File: src/rtl/cto_pkg.sv
package cto_pkg;
  localparam int unsigned LIM_A1  = 1000;
  localparam int unsigned LIM_A2  = 10000;
  localparam int unsigned LIM_B1  = 55000;
  localparam int unsigned LIM_B2  = 210000;
  localparam int unsigned LIM_C1  = 900000;
  localparam int unsigned LIM_C2  = 3500000;
  localparam int unsigned LIM_D1  = 13000000;
  localparam int unsigned LIM_D2  = 64000000;
  localparam int unsigned LIM_DEF = 50000;
  localparam int unsigned CNT_W   = $clog2(LIM_D2 + 1);
  localparam int unsigned SEL_W   = 4;
  localparam int unsigned BINS    = 4;

  typedef logic [CNT_W-1:0] cnt_t;

  function automatic cnt_t range_limit(logic [SEL_W-1:0] sel, logic [BINS-1:0] cap);
    cnt_t lim;
    lim = CNT_W'(LIM_DEF);
    case (sel)
      4'd1:  if (cap[0]) lim = CNT_W'(LIM_A1);
      4'd2:  if (cap[0]) lim = CNT_W'(LIM_A2);
      4'd5:  if (cap[1]) lim = CNT_W'(LIM_B1);
      4'd6:  if (cap[1]) lim = CNT_W'(LIM_B2);
      4'd9:  if (cap[2]) lim = CNT_W'(LIM_C1);
      4'd10: if (cap[2]) lim = CNT_W'(LIM_C2);
      4'd13: if (cap[3]) lim = CNT_W'(LIM_D1);
      4'd14: if (cap[3]) lim = CNT_W'(LIM_D2);
      default: lim = CNT_W'(LIM_DEF);
    endcase
    return lim;
  endfunction
endpackage

File: src/rtl/cto_range_decode.sv
module cto_range_decode
  import cto_pkg::*;
#(
  parameter logic [BINS-1:0] SUPPORTED_BINS = 4'b0011
) (
  input  logic [SEL_W-1:0] range_sel_i,
  output cnt_t             limit_o,
  output logic [BINS-1:0]  cap_o
);
  assign cap_o   = SUPPORTED_BINS;
  assign limit_o = range_limit(range_sel_i, SUPPORTED_BINS);
endmodule

File: src/rtl/cto_tag_timers.sv
module cto_tag_timers
  import cto_pkg::*;
#(
  parameter int unsigned NUM_TAGS = 32,
  localparam int unsigned TAG_W   = $clog2(NUM_TAGS)
) (
  input  logic                clk_i,
  input  logic                rst_ni,
  input  logic                issue_valid_i,
  input  logic [TAG_W-1:0]    issue_tag_i,
  input  logic                cpl_valid_i,
  input  logic [TAG_W-1:0]    cpl_tag_i,
  input  logic                tick_i,
  input  logic                enable_i,
  input  cnt_t                limit_i,
  input  logic [NUM_TAGS-1:0] clear_i,
  output logic [NUM_TAGS-1:0] expired_o
);
  localparam cnt_t CNT_MAX = '1;

  for (genvar i = 0; i < NUM_TAGS; i++) begin : g_tag
    logic valid_q;
    cnt_t cnt_q;
    logic issue_hit, cpl_hit;

    assign issue_hit = issue_valid_i && (issue_tag_i == TAG_W'(i));
    assign cpl_hit   = cpl_valid_i && (cpl_tag_i == TAG_W'(i));

    always_ff @(posedge clk_i or negedge rst_ni) begin
      if (!rst_ni) begin
        valid_q <= 1'b0;
        cnt_q   <= '0;
      end else if (issue_hit) begin
        valid_q <= 1'b1;
        cnt_q   <= '0;
      end else if (cpl_hit || clear_i[i]) begin
        valid_q <= 1'b0;
        cnt_q   <= '0;
      end else if (valid_q && tick_i && (cnt_q != CNT_MAX)) begin
        cnt_q <= cnt_q + 1'b1;
      end
    end

    // completion in the expiry cycle masks the report
    assign expired_o[i] = valid_q && enable_i && !cpl_hit && !issue_hit
                          && (cnt_q >= limit_i);
  end
endmodule

File: src/rtl/cto_expiry_arbiter.sv
module cto_expiry_arbiter #(
  parameter int unsigned NUM_TAGS = 32,
  localparam int unsigned TAG_W   = $clog2(NUM_TAGS)
) (
  input  logic                clk_i,
  input  logic                rst_ni,
  input  logic [NUM_TAGS-1:0] expired_i,
  output logic [NUM_TAGS-1:0] pick_o,
  output logic                valid_o,
  output logic [TAG_W-1:0]    tag_o
);
  logic             any;
  logic [TAG_W-1:0] idx;

  // lowest set bit wins
  always_comb begin
    idx = '0;
    for (int i = NUM_TAGS - 1; i >= 0; i--) begin
      if (expired_i[i]) idx = TAG_W'(i);
    end
    any    = |expired_i;
    pick_o = any ? (NUM_TAGS'(1) << idx) : '0;
  end

  always_ff @(posedge clk_i or negedge rst_ni) begin
    if (!rst_ni) begin
      valid_o <= 1'b0;
      tag_o   <= '0;
    end else begin
      valid_o <= any;
      tag_o   <= any ? idx : '0;
    end
  end
endmodule

File: src/rtl/cto_timer.sv
module cto_timer
  import cto_pkg::*;
#(
  parameter int unsigned      NUM_TAGS       = 32,
  parameter logic [BINS-1:0]  SUPPORTED_BINS = 4'b0011,
  localparam int unsigned     TAG_W          = $clog2(NUM_TAGS)
) (
  input  logic             clk_i,
  input  logic             rst_ni,
  input  logic             issue_valid_i,
  input  logic [TAG_W-1:0] issue_tag_i,
  input  logic             cpl_valid_i,
  input  logic [TAG_W-1:0] cpl_tag_i,
  input  logic [SEL_W-1:0] range_sel_i,
  input  logic             timeout_dis_i,
  input  logic             tick_us_i,
  output logic             timeout_valid_o,
  output logic [TAG_W-1:0] timeout_tag_o,
  output logic [BINS-1:0]  range_cap_o
);
  cnt_t                limit;
  logic [NUM_TAGS-1:0] expired;
  logic [NUM_TAGS-1:0] pick;

  cto_range_decode #(.SUPPORTED_BINS(SUPPORTED_BINS)) u_decode (
    .range_sel_i (range_sel_i),
    .limit_o     (limit),
    .cap_o       (range_cap_o)
  );

  cto_tag_timers #(.NUM_TAGS(NUM_TAGS)) u_timers (
    .clk_i         (clk_i),
    .rst_ni        (rst_ni),
    .issue_valid_i (issue_valid_i),
    .issue_tag_i   (issue_tag_i),
    .cpl_valid_i   (cpl_valid_i),
    .cpl_tag_i     (cpl_tag_i),
    .tick_i        (tick_us_i),
    .enable_i      (!timeout_dis_i),
    .limit_i       (limit),
    .clear_i       (pick),
    .expired_o     (expired)
  );

  cto_expiry_arbiter #(.NUM_TAGS(NUM_TAGS)) u_arb (
    .clk_i     (clk_i),
    .rst_ni    (rst_ni),
    .expired_i (expired),
    .pick_o    (pick),
    .valid_o   (timeout_valid_o),
    .tag_o     (timeout_tag_o)
  );
endmodule

File: config.mk
export PLATFORM = sky130hd
export DESIGN_NAME = cto_timer
export DESIGN_NICKNAME = d
export VERILOG_FILES = /design/src/rtl/cto_pkg.sv /design/src/rtl/cto_range_decode.sv /design/src/rtl/cto_tag_timers.sv /design/src/rtl/cto_expiry_arbiter.sv /design/src/rtl/cto_timer.sv
export SDC_FILE = /design/constraint.sdc
export NUM_CORES = 2
export LEC_CHECK = 0
export CORE_ASPECT_RATIO = 2
export CORE_MARGIN = 1
export CORE_UTILIZATION = 35
export CTS_BUF_LIST = sky130_fd_sc_hd__clkbuf_4
export CTS_CLUSTER_SIZE = 12
export DETAILED_ROUTE_END_ITERATION = 6
export DONT_BUFFER_PORTS = 1
export GPL_TIMING_DRIVEN = 0
export PLACE_DENSITY = 0.51
export SLEW_MARGIN = 20
export SYNTH_ARGS = -nofsm -noshare
export SYNTH_HDL_FRONTEND = slang
export SYNTH_SLANG_ARGS = --single-unit
File: constraint.sdc
create_clock -name clk_i -period 11.8 [get_ports clk_i]
set_input_delay 0.59 -clock clk_i [delete_from_list [all_inputs] [get_ports clk_i]]
set_output_delay 0.59 -clock clk_i [all_outputs]
set_load 0.1 [all_outputs]
# Yosys cells after proc, flatten, opt, wreduce, memory -nomap -nowiden
# Cells that the tools add are included.
[totals]
output_inout_bits = 10
ff_bits = 870
[op_classes]
order_cmp = 32
shifts = 1
add_sub_neg = 32
eq_ne = 98
n_mux = 195
reduce_logical = 420
[ops]
columns = ["cell", "n"]
rows = [
  ["2-to-1 mux 26 bit", 96],
  ["adder 26 x 1 -> 26 bit, second input constant", 32],
  ["greater-or-equal comparator 26 x 18 -> 1 bit", 32],
  ["inequality test 26 bit, second input constant", 32],
  ["logical AND 1 bit", 256],
  ["2-to-1 mux 5 bit", 33],
  ["== test 5 bit, second input constant", 32],
  ["nonzero test 3 bit", 32],
  ["== test 5 x 4 -> 1 bit, second input constant", 16],
  ["one-hot mux 18 bit (4 select lines)", 1],
  ["zero test 1 bit", 65],
  ["2-to-1 mux 1 bit", 64],
  ["nonzero test 2 bit", 32],
  ["== test 5 x 3 -> 1 bit, second input constant", 8],
  ["logical OR 1 bit", 32],
  ["2-to-1 mux 32 bit", 1],
  ["OR reduction 32 bit", 1],
  ["<< shifter 1 x 5 -> 32 bit, first input constant", 1],
  ["== test 5 x 2 -> 1 bit, second input constant", 4],
  ["== test 5 x 1 -> 1 bit, second input constant", 2],
  ["zero test 5 bit", 2],
  ["== test 4 x 3 -> 1 bit, second input constant", 2],
  ["== test 4 x 1 -> 1 bit, second input constant", 1],
  ["== test 4 x 2 -> 1 bit, second input constant", 1],
]

# Depth between registers and ports, before layout
[logic_depth]
ltp_word = 43
ltp_mapped = 22

# Hierarchy
# Synthesis repeated with hierarchy kept, for this count alone.
[unflattened]
cells_unflattened = 7134
area_unflattened_um2 = 63231.9
[by_module_without_submodules]
columns = ["module", "cells_each", "seq_area_each_um2", "area_per_inst_um2", "instances"]
rows = [
  ["cto_tag_timers", 6978, 21620.7, 62078.3, 1],
  ["cto_expiry_arbiter", 120, 150.1, 895.9, 1],
  ["cto_range_decode", 35, 0.0, 254.0, 1],
  ["cto_timer", 1, 0.0, 3.8, 1],
]

# Worst setup path before layout
# Ideal clock, no wire load.
[synth_path]
path_type = "in2reg"
from = "input port range_sel_i[3]"
to = "register u_timers.g_tag[24].cnt_q[24]"
path_slack_ns = 2.368
required_time_ns = 11.680
t_arrival_ns = 9.312
setup_time_ns = 0.120
stages = 17
path_cell_list = "buf_2 -> nor3b_1 -> o21ai_0 -> inv_1 -> ha_1 -> a21boi_0 -> o211a_1 -> o311a_1 -> or2_1 -> or2_1 -> or3_4 -> or4_4 -> a221o_1 -> buf_6 -> o31ai_4 -> buf_6 -> nor2_1"
[synth_between]
elab_chain_len = 41
[synth_rtl]
columns = ["item", "line_no", "rtl"]
rows = [
  ["start: declaration", "cto_timer.sv:14", "input logic [SEL_W-1:0] range_sel_i,"],
  ["== test 4 x 3 -> 1 bit, or another cell as far along", "cto_pkg.sv:20", "case (sel)"],
  ["one-hot mux 18 bit (4 select lines) *", "cto_pkg.sv:20", ""],
  ["greater-or-equal comparator 26 x 18 -> 1 bit", "cto_tag_timers.sv:46", "&& (cnt_q >= limit_i);"],
  ["logical AND 1 bit", "cto_tag_timers.sv:46", ""],
  ["2-to-1 mux 5 bit (32 in series)", "cto_expiry_arbiter.sv:19", "if (expired_i[i]) idx = TAG_W'(i);"],
  ["<< shifter 1 x 5 -> 32 bit", "cto_expiry_arbiter.sv:22", "pick_o = any ? (NUM_TAGS'(1) << idx) : '0;"],
  ["2-to-1 mux 32 bit *", "cto_expiry_arbiter.sv:22", ""],
  ["logical OR 1 bit *", "cto_tag_timers.sv:36", "end else if (cpl_hit || clear_i[i]) begin"],
  ["2-to-1 mux 26 bit", "cto_tag_timers.sv:36", ""],
  ["2-to-1 mux 26 bit", "cto_tag_timers.sv:33", "end else if (issue_hit) begin"],
  ["end signal: assignment", "cto_tag_timers.sv:40", "cnt_q <= cnt_q + 1'b1;"],
  ["end: declaration", "cto_tag_timers.sv:23", "cnt_t cnt_q;"],
]
# Mark *: on every way between the ends. The rest lies on a longest branch, timed or not.
# A chain may end at the register's enable or synchronous reset.

# Worst setup path in the final report
[layout_path]
from = "input port range_sel_i[3]"
to = "register u_timers.g_tag[9].valid_q"
[layout_between]
elab_chain_len = 40
[layout_rtl]
columns = ["item", "line_no", "rtl"]
rows = [
  ["== test 4 x 3 -> 1 bit, or another cell as far along", "cto_pkg.sv:20", ""],
  ["one-hot mux 18 bit (4 select lines) *", "cto_pkg.sv:20", ""],
  ["greater-or-equal comparator 26 x 18 -> 1 bit", "cto_tag_timers.sv:46", ""],
  ["logical AND 1 bit", "cto_tag_timers.sv:46", ""],
  ["2-to-1 mux 5 bit (32 in series)", "cto_expiry_arbiter.sv:19", ""],
  ["<< shifter 1 x 5 -> 32 bit", "cto_expiry_arbiter.sv:22", ""],
  ["2-to-1 mux 32 bit *", "cto_expiry_arbiter.sv:22", ""],
  ["logical OR 1 bit *", "cto_tag_timers.sv:36", ""],
  ["nonzero test 2 bit (no source line) *", "n/a", ""],
  ["end signal: assignment", "cto_tag_timers.sv:31", "valid_q <= 1'b0;"],
  ["end signal: assignment", "cto_tag_timers.sv:34", "valid_q <= 1'b1;"],
  ["end signal: assignment", "cto_tag_timers.sv:37", "valid_q <= 1'b0;"],
  ["end: declaration", "cto_tag_timers.sv:22", "logic valid_q;"],
]
# Marked as above.

==> key figures <==
Clock tree
  • CTS root buffer: clkbuf_4
  • Clk Latency, worst-skew pair: 1.18 ns
  • PostCTS Resize Cnt: 0
  • Maximum root-to-sink buffer count: 4
  • H-tree levels: 4
  • Reg clk slew, reported paths: approximately 0.070 ns
  • Num CTS Buffers: 217
  • Clk sinks: 870
  • CTS tree: done

Logic synthesis
  • Synth Cell Area: roughly 54,000 um2
  • Count of unique library cells instantiated by Yosys: 99
  • Seq cells post-synth: between 800 and 900
  • Post-synth EDFFs: 0
  • Syn_area_per_cell: 9.05 um2
  • Largest area contributor in the synthesized netlist: dfrtp_1
  • Top FF cell, synth: dfrtp_1
  • Share of the synthesized area in the top cell type: 40.3%
  • Register area share after synthesis: 40.3%
  • Yosys warns: 0
  • Synth area leaders: dfrtp_1 (40%), ha_1 (9.6%), xor2_1 (7.3%)
  • Synth Instances: 5,971
  • FFs w/ async S/R, synth: 100%

STA
  • Final hold vios: 0
  • Minimum clock period: 7.95 ns
  • Fin Hold WS: 0.119 ns
  • Final worst-path cycle share: between 60% and 70%
  • Least-Margin Pin Slew: between 1 and 1.5 ns
  • Max-slew headroom: 15.3%
  • RSZ-0062 raised after global routing: no
  • Post-route setup TNS: 0 ns
  • Clock skew after layout: 0.0903 ns
  • Setup-failing EPs final: 0
  • Max Fclk: around 0.13 GHz
  • Max Slew Vio Count: 0

Setup path
  • Endpoint class of the critical path: flip-flop
  • Critical Path Slowest Stage Cell: a31oi_1
  • R2r startpoint: u_timers.g_tag[30].cnt_q[21]
  • Worst r2r dst: u_timers.g_tag[9].valid_q
  • Top delay family on crit path: buffers and inverters
  • Crit-path max FO: 23
  • Worst path required time: 12.84 ns
  • Crit path largest cell delay: 0.89 ns
  • WP buf/inv: 10
  • Crit-path most repeated cell: buf_2
  • Critical path, cell by cell: buf_2, nor4b_4, inv_2, buf_2, buf_2, buf_2, buf_4, buf_16, ha_1, and4b_1, o221ai_1, a211o_1, a31oi_1, inv_1, a211oi_1, a21oi_1, a21o_1, nor2_1, clkbuf_1, a21oi_1, dlygate4sd3_1
  • FF-to-FF setup slack: 5.45 ns
  • Startpoint types: primary input
  • Kind of critical path: primary input to flip-flop
  • Reg2Reg Depth: 13
  • Worst EP arrival: 8.99 ns

Routing
  • TritonRoute pass-1 iters: 5
  • Routed wire per std cell: 20.8 um
  • Via/cell ratio: around 5.4
  • Vias: about 45,000
  • Remaining antenna violation count after routing: 0
  • Final WL: about 180,000 um
  • First DRT Iteration DRCs: 2,422
  • Number of remaining DRC errors: 0

Global route
  • GRT overflow: 0
  • Largest net degree at the start of global routing: 202
  • Vias in the first global route: about 47,000
  • First-pass GRT wire length: 273,000 um
  • Total GRT Usage: between 20% and 30%
  • Antenna violations before repair: 8

Run
  • # Max-Cap Violations: 0

Die
  • DIE AREA: 156,000 um2
  • Die Y: around 560 um
  • Num rows: between 200 and 250
  • Core area: 153,000 um2
  • Initial core utilization: about a third
  • Die Span X: ~280 um
  • IO Pins: 30

Hold path
  • Hold Path Class: primary input to flip-flop
  • Hold depth: 4
  • Hold Path Sink: u_timers.g_tag[28].valid_q
  • Startpoint of the worst hold path: cpl_tag_i[3]

Power and ir drop
  • Lkg Pwr: 27.5 nW
  • Total power: 7.37 mW
  • PwrDens: 122 nW/um2
  • Worst vdd ir: between 100 and 150 uV

Finish
  • P&R area growth vs syn: 11.6%
  • Most frequent cells in the layout: nor2_1 (956), dfrtp_1 (870), nand2_1 (511), xor2_1 (449), ha_1 (416)
  • Commonest non-fill, non-tap cell in the layout: nor2_1
  • Layout fillers: 15,495
  • Non-Filler Instances: 8,457
  • Layout net count: 6,693
  • Layout cells sized above 1: 7.83%

Placed design
  • Port-buffer cells: 0
  • Hpwl dp: 129,000 um
  • GPL Wtd Cong: 0.907
  • Placed insts: 8,063

Status
  • Status: finished clean
## final cells by class
class	count	area, um2	share of cell area, %
Multi-Input combinational cell	4747	30900	51.3
Sequential cell	870	21800	36.1
Tap cell	2050	2560	4.25
Clock buffer	295	2210	3.67
Timing Repair Buffer	65	1070	1.77
Buffer	170	779	1.29
Inverter	186	706	1.17
Clock inverter	69	279	0.463
Antenna cell	5	12.5	0.0207
## state kept, by name (all words and copies together), names as in the netlist
register                count
u_arb.tag_o                 5
u_arb.valid_o               1
u_timers.g_tag.cnt_q      832
u_timers.g_tag.valid_q     32
## how the worst max path moves through the flow
stage                   start                      endpoint  cells after the start
4_1_cts        range_sel_i[3]     u_timers.g_tag[9].valid_q                     21
5_1_grt        range_sel_i[3]     u_timers.g_tag[9].valid_q                     21
6_report       range_sel_i[3]     u_timers.g_tag[9].valid_q                     21
3_3_place_gp   range_sel_i[3]  u_timers.g_tag[20].cnt_q[10]                     15
3_5_place_dp   range_sel_i[3]  u_timers.g_tag[30].cnt_q[19]                     21
2_1_floorplan  range_sel_i[3]  u_timers.g_tag[24].cnt_q[24]                     17
## cell usage after synthesis (all sizes together) (28+ instances only)
cell	n
nand4b	32
dfrtp	870
clkbuf	98
and2	47
xnor2	337
buf	72
a31oi	43
and4	81
xor2	449
nand2b	34
o21a	28
a211oi	35
o211ai	31
nor3	295
nor2	957
a21oi	163
nand3	356
nand2	512
and3	152
nor2b	38
o21ai	119
nor4	79
nand4	170
or3	29
inv	186
ha	416
## power breakdown
group,total [mW],internal (mW),leakage (nW),switching [mW]
registers,3.60,3.24,11.9,0.360
clock network,2.51,1.15,1.50,1.36
logic,1.26,0.497,14.1,0.766
total,7.37,4.89,27.5,2.48
## cell families (layout without fill, tap and decap cells)
group,Yosys count,after routing,share of synthesized area [%]
DFF,870,870,40.3
other,2,9,0.0139
buffers and inverters,356,785,2.70
AOI/OAI and AO/OA,625,625,7.96
adders and majority gates,423,423,9.76
and+or+nand+nor,2894,2894,26.3
muxes,15,15,0.280
xor gates and xnor gates,786,786,12.7
## per-stage QoR
stage	util [%]	area (um2)	setup slack (ns)
after floorplan	-	54100	2.37
after global placement	37.0	56600	-27.17
after detailed placement	37.6	57500	2.86
after CTS	39.4	60300	3.86
after global routing	39.4	60300	3.69
final	39.4	60300	3.85
## routing by layer
metal	vias to the layer above	part of all wire, %	track usage [%]
met4	4	6.2	13.3
met3	427	3.8	3.20
met2	869	54	43.5
met5	-	0.013	0
li1	21676	-	-
met1	22391	36	23.1
## worst register-to-register path: cells and delay by family, from the launching register on
kind                   cells  cell delay [ns]
DFF                        1             0.41
AOI/OAI and AO/OA          6             1.77
and+or+nand+nor            5             2.91
buffers and inverters      2             1.17
## repair_timing
action	CTS	global route
endpoints found under the hold margin	231	0
setup buffers	0	0
hold buffers	24	0
endpoints found under the setup margin	0	0
Power figures use the tool's default switching activity.
